<file path="src/rtl/agen_pkg.sv">
package agen_pkg;
  typedef enum logic [1:0] {
    BT_FIXED = 2'd0,
    BT_INCR  = 2'd1,
    BT_WRAP  = 2'd2,
    BT_RSVD  = 2'd3
  } burst_e;
endpackage

</file>
<file path="src/rtl/agen_check.sv">
module agen_check
  import agen_pkg::*;
#(
  parameter int ADDR_W   = 32,
  parameter int LEN_W    = 8,
  parameter int STRB_W   = 4,
  parameter int BND_BITS = 12
) (
  input  logic [ADDR_W-1:0] addr,
  input  logic [LEN_W-1:0]  len,
  input  logic [2:0]        size,
  input  logic [1:0]        burst,
  output logic              bad,
  output logic [ADDR_W-1:0] wrap_lo,
  output logic [ADDR_W-1:0] wrap_mask
);
  localparam int MAX_SZ = $clog2(STRB_W);
  localparam int CW     = BND_BITS + LEN_W + MAX_SZ + 8;

  logic [ADDR_W-1:0] sz_mask;
  logic [CW-1:0]     span;
  logic [CW-1:0]     page_start;
  logic              size_ok, wrap_len_ok, crosses;

  always_comb begin
    size_ok     = size <= 3'(MAX_SZ);
    sz_mask     = (ADDR_W'(1) << size) - ADDR_W'(1);
    span        = (CW'(len) + CW'(1)) << size;
    wrap_mask   = ADDR_W'(span) - ADDR_W'(1);
    wrap_lo     = addr & ~wrap_mask;
    wrap_len_ok = (len == LEN_W'(1)) || (len == LEN_W'(3)) ||
                  (len == LEN_W'(7)) || (len == LEN_W'(15));
    page_start  = CW'(addr[BND_BITS-1:0] & ~sz_mask[BND_BITS-1:0]);
    crosses     = (page_start + span) > (CW'(1) << BND_BITS);
    case (burst_e'(burst))
      BT_FIXED: bad = 1'b0;
      BT_INCR:  bad = crosses;
      BT_WRAP:  bad = !wrap_len_ok || ((addr & sz_mask) != '0);
      default:  bad = 1'b1;
    endcase
    if (!size_ok) bad = 1'b1;
  end
endmodule

</file>
<file path="src/rtl/agen_step.sv">
module agen_step
  import agen_pkg::*;
#(
  parameter int ADDR_W = 32
) (
  input  logic [ADDR_W-1:0] cur,
  input  logic [2:0]        size,
  input  logic [1:0]        burst,
  input  logic [ADDR_W-1:0] wrap_lo,
  input  logic [ADDR_W-1:0] wrap_mask,
  output logic [ADDR_W-1:0] nxt
);
  logic [ADDR_W-1:0] step, aligned_up;

  always_comb begin
    step       = ADDR_W'(1) << size;
    aligned_up = (cur & ~(step - ADDR_W'(1))) + step;
    case (burst_e'(burst))
      BT_INCR: nxt = aligned_up;
      BT_WRAP: nxt = wrap_lo | (aligned_up & wrap_mask);
      default: nxt = cur;
    endcase
  end
endmodule

</file>
<file path="src/rtl/agen_strobe.sv">
module agen_strobe #(
  parameter int STRB_W = 4
) (
  input  logic [$clog2(STRB_W)-1:0] lane,
  input  logic [2:0]                size,
  output logic [STRB_W-1:0]         strb
);
  localparam int LANE_W = $clog2(STRB_W);

  logic [LANE_W-1:0] grp_mask;
  assign grp_mask = (LANE_W'(1) << size) - LANE_W'(1);

  for (genvar j = 0; j < STRB_W; j++) begin : g_lane
    assign strb[j] = (LANE_W'(j) >= lane) &&
                     ((LANE_W'(j) & ~grp_mask) == (lane & ~grp_mask));
  end
endmodule

</file>
<file path="src/rtl/axi_burst_agen.sv">
module axi_burst_agen #(
  parameter int ADDR_W   = 32,
  parameter int DATA_W   = 32,
  parameter int LEN_W    = 8,
  parameter int BND_BITS = 12,
  localparam int STRB_W  = DATA_W / 8,
  localparam int LANE_W  = $clog2(STRB_W)
) (
  input  logic              clk,
  input  logic              rst_n,
  input  logic              req_valid,
  output logic              req_ready,
  input  logic [ADDR_W-1:0] req_addr,
  input  logic [LEN_W-1:0]  req_len,
  input  logic [2:0]        req_size,
  input  logic [1:0]        req_burst,
  output logic              req_err,
  output logic              beat_valid,
  input  logic              beat_ready,
  output logic [ADDR_W-1:0] beat_addr,
  output logic [STRB_W-1:0] beat_strb,
  output logic              beat_last
);
  logic              busy_q, err_q;
  logic [LEN_W-1:0]  cnt_q, len_q;
  logic [2:0]        size_q;
  logic [1:0]        burst_q;
  logic [ADDR_W-1:0] cur_q, wlo_q, wmask_q;

  logic              chk_bad;
  logic [ADDR_W-1:0] chk_wlo, chk_wmask, nxt_addr;
  logic              take_req, take_beat;

  agen_check #(
    .ADDR_W(ADDR_W), .LEN_W(LEN_W), .STRB_W(STRB_W), .BND_BITS(BND_BITS)
  ) u_check (
    .addr(req_addr), .len(req_len), .size(req_size), .burst(req_burst),
    .bad(chk_bad), .wrap_lo(chk_wlo), .wrap_mask(chk_wmask)
  );

  agen_step #(.ADDR_W(ADDR_W)) u_step (
    .cur(cur_q), .size(size_q), .burst(burst_q),
    .wrap_lo(wlo_q), .wrap_mask(wmask_q), .nxt(nxt_addr)
  );

  agen_strobe #(.STRB_W(STRB_W)) u_strobe (
    .lane(cur_q[LANE_W-1:0]), .size(size_q), .strb(beat_strb)
  );

  assign req_ready  = !busy_q;
  assign req_err    = err_q;
  assign beat_valid = busy_q;
  assign beat_addr  = cur_q;
  assign beat_last  = busy_q && (cnt_q == len_q);
  assign take_req   = req_valid && req_ready;
  assign take_beat  = beat_valid && beat_ready;

  always_ff @(posedge clk) begin
    if (!rst_n) begin
      busy_q  <= 1'b0;
      err_q   <= 1'b0;
      cnt_q   <= '0;
      len_q   <= '0;
      size_q  <= '0;
      burst_q <= '0;
      cur_q   <= '0;
      wlo_q   <= '0;
      wmask_q <= '0;
    end else begin
      err_q <= take_req && chk_bad;
      if (take_req && !chk_bad) begin
        busy_q  <= 1'b1;
        cnt_q   <= '0;
        len_q   <= req_len;
        size_q  <= req_size;
        burst_q <= req_burst;
        cur_q   <= req_addr;
        wlo_q   <= chk_wlo;
        wmask_q <= chk_wmask;
      end else if (take_beat) begin
        if (beat_last) begin
          busy_q <= 1'b0;
        end else begin
          cnt_q <= cnt_q + LEN_W'(1);
          cur_q <= nxt_addr;
        end
      end
    end
  end
endmodule

</file>
<file path="config.mk">
export PLATFORM = sky130hd
export DESIGN_NAME = axi_burst_agen
export DESIGN_NICKNAME = d
export VERILOG_FILES = /design/src/rtl/agen_pkg.sv /design/src/rtl/agen_check.sv /design/src/rtl/agen_step.sv /design/src/rtl/agen_strobe.sv /design/src/rtl/axi_burst_agen.sv
export SDC_FILE = /design/constraint.sdc
export NUM_CORES = 1
export LEC_CHECK = 0
export ABC_AREA = 1
export ABC_CLOCK_PERIOD_IN_PS = 4700
export BUFFER_PORTS_ARGS = -buffer_cell sky130_fd_sc_hd__buf_4
export CAP_MARGIN = 20
export CORE_MARGIN = 10
export CORE_UTILIZATION = 60
export CTS_BUF_LIST = sky130_fd_sc_hd__clkbuf_4 sky130_fd_sc_hd__clkbuf_8 sky130_fd_sc_hd__clkbuf_16
export DETAILED_ROUTE_END_ITERATION = 6
export GPL_TIMING_DRIVEN = 0
export PLACE_DENSITY = 0.8
export SYNTH_ARGS = -nofsm -noshare
export SYNTH_HDL_FRONTEND = slang
export SYNTH_SLANG_ARGS = --single-unit
</file>
<file path="constraint.sdc">
create_clock -name clk -period 4.7 [get_ports clk]
set_clock_uncertainty 0.15 [all_clocks]
set_input_delay 0.235 -clock clk [delete_from_list [all_inputs] [get_ports clk]]
set_output_delay 0.235 -clock clk [all_outputs]
set_load 0.005 [all_outputs]
</file>
==> results.yml <==
timing:
  tightest_slew_ns: 0.800
  final_hold_viol_count: 0
  fin_crit_ns: 4.58
  slew_headroom_pct: 46.3
  period_share_pct: 97.3
  slew_viol_final: 0
  fmaxAchievable_mhz: 219
  whs_ns: 0.0104
  setup_viol: 0
final_layout:
  final_area_sq_um: 9930
  drive_gt1_share_pct: 12.1
  final_util_pct: 74.7
  n_fill_cell: 1139
  final_common_cell: "nand2_1"
  fin_cells: 1658
  mostFrequentLayoutCells: "381 x nand2_1, 179 x inv_1, 134 x nor2_1"
  multi_input_area_sq_um: 4930
  seq_area_sq_um: 2340
  fin_nets: 1540
  areaGrowthSynthToFinish_pct: 21.3
yosys:
  yosysUniqueCellTypes: 48
  synth_fp_nets: 1409
  ys.flop_type: "dfxtp_1"
  synth_compound_area_share_pct: 13.9
  muxShareOfSynthArea_pct: 0
  yosys_warnings: 0
  synth_top_family_by_area: "simple AND/OR/NAND/NOR gates"
  syn_inst: 1337
  synth-seq-cells: 117
  syn_area_per_cell_sq_um: 6.12
  synth_xor_area_share_pct: 3.21
  synth.cell_area_sq_um: 8180
  synthSimpleGateAreaFrac_pct: 39.1
  synthAdderAreaFrac_pct: 3.61
  synth_edf_count: 0
  seq_area_frac_synth_pct: 28.6
  async_flop_share_pct: 0
place:
  hpwl_um: 22000
  finalWeightedCongestion: 1.02
  place_inst: 1601
  dpl_cell_area_sq_um: 9060
  port_buffers: 88
worst_setup_path:
  r2r_start: "size_q[2]"
  critical_path_class: "in -> reg"
  r2r-end: "beat_addr[17]"
  r2r_cells: 23
  cpMostUsedCell: "nand2_1"
  cp-startpoint: "req_len[1]"
  r2r_slack_ns: 0.81
  endpoint: "beat_addr[16]"
  slowest_stage: "dlygate4sd3_1"
  cp-end-kind: "flip-flop"
  path_max_fanout: 10
  start_kind: "primary input"
  critPathArrivalTime_ns: 4.74
  crit_required_ns: 4.87
  max_stage_delay_ns: 0.55
detailed_routing:
  route.met3.wl_um: 3600
  drcViolationCount: 0
  antenna_left: 0
  wl_met2_um: 12500
  wire_per_inst_um: 17.6
  dr.pass1.iters: 6
  vias_per_cell: 5.76
  drt_iter0_drc: 1228
  routed.top_layer: "met4"
  routed_wirelength_um: 29200
  wl_met1_um: 12300
  num_vias: 9552
clock_network:
  cts_tree: "done"
  cts_root_buf: "clkbuf_16"
  cts_sinks: 117
  numCtsBuffers: 17
  clkTransAtPathRegs_ns: 0.06
  cts_max_level: 4
  insertion_delay_ns: 0.43
  cts.path.max_buffers: 2
floorplanning:
  io_pins: 89
  die-area_sq_um: 18700
  fp.dieH_um: 137
  core_area_sq_um: 13300
  initial_core_util_pct: 61.5
  fp-row-count: 42
  die_x_um: 137
worst_hold_path:
  hold_path.class: "in -> reg"
power:
  p_leak_nw: 4.95
  ir_drop_mv: 0.342
  power_density_nw_per_um2: 297
run_status:
  status: "complete, no violations"
job:
  cap_viol_max_count: 0
grt:
  grt_overflow: 0
  antenna_found_initial: 2
  track_usage_pct: 30.8
  grt_pass1_wl_um: 45700
  grt_start_max_net_pins: 17
  first_global_vias: 8716
[repair_timing]
item	CTS	global route
hold endpoints to repair	26	0
buffers inserted	0	1
gates resized for setup	0	11
setup endpoints to repair	0	117
hold buffers	23	0
[synth_stat cells (all sizes together) (11+ instances only)]
master / number / area share [%]
a21oi: 46 / 2.9
buf: 25 / 1.9
clkbuf: 26 / 1.2
dfxtp: 117 / 29
ha: 22 / 3.4
inv: 181 / 8.3
nand2: 388 / 18
nand3: 120 / 7.7
nand4: 41 / 3.1
nor2: 140 / 6.9
nor3: 21 / 1.3
o21ai: 89 / 5.5
o21bai: 21 / 1.9
o22ai: 26 / 2.0
xnor2: 11 / 1.2
xor2: 19 / 2.0
[flip-flops by register name, summed over array words and instances, names as in the netlist]
name and cells:
wlo_q 32, cnt_q 8, burst_q 2, wmask_q 30, beat_valid 1, req_err 1
size_q 3, len_q 8, beat_addr 32
[where the power goes]
part	switching [W]	internal, W
clock	0.000517	0.000798
combinational	0.000364	0.000215
sequential	0.0000326	0.00103
total	0.000913	0.00204
[cells by family after synthesis]
family,Yosys count
buf+inv,233
compound gates,199
fa+ha+maj,23
xor+xnor,30
simple gates,735
flops,117
[how the worst min path moves through the flow]
stage | depth (start not counted) | start | endpoint | slack, ns
5_1_grt | 3 | req_addr[13] | wlo_q[13] | 0.02
2_1_floorplan | 2 | req_burst[0] | burst_q[0] | 0.20
3_3_place_gp | 2 | wmask_q[20] | wmask_q[20] | 0.28
3_5_place_dp | 2 | wmask_q[9] | wmask_q[9] | 0.29
4_1_cts | 3 | req_len[0] | len_q[0] | 0.0008
6_report | 3 | req_len[0] | len_q[0] | 0.01
[worst max-delay path: cells and delay by family]
family	cells	cell delay, ns
simple gates	17	1.79
buf+inv	6	1.26
compound gates	3	0.59
fa+ha+maj	2	0.56
xor+xnor	1	0.28
[metrics by stage]
step	power, W	setup WS, ns	TNS (ns)
3_3_place_gp	0.00160	0.179	0
6_report	0.00295	0.125	0
2_1_floorplan	0.00142	1.17	0
5_1_grt	0.00304	-0.0180	-0.0294
3_5_place_dp	0.00161	0.173	0
4_1_cts	0.00291	0.111	0
[cell type report]
class	count	share of cell area (%)
Sequential cell	117	23.6
Clock inverter	14	1.51
Buffer	51	2.58
Inverter	182	6.88
Tap cell	176	2.22
Clock buffer	18	4.42
Antenna cell	1	0.0252
Timing Repair Buffer	112	9.05
Multi-Input combinational cell	987	49.7
[metal layers]
metal / up-vias / track usage, %
li1: 4612 / -
met1: 4314 / 41.0
met2: 534 / 46.5
met3: 92 / 9.71
met4: 0 / 9.48
met5: - / 0
(Power assumes the default switching activity.)
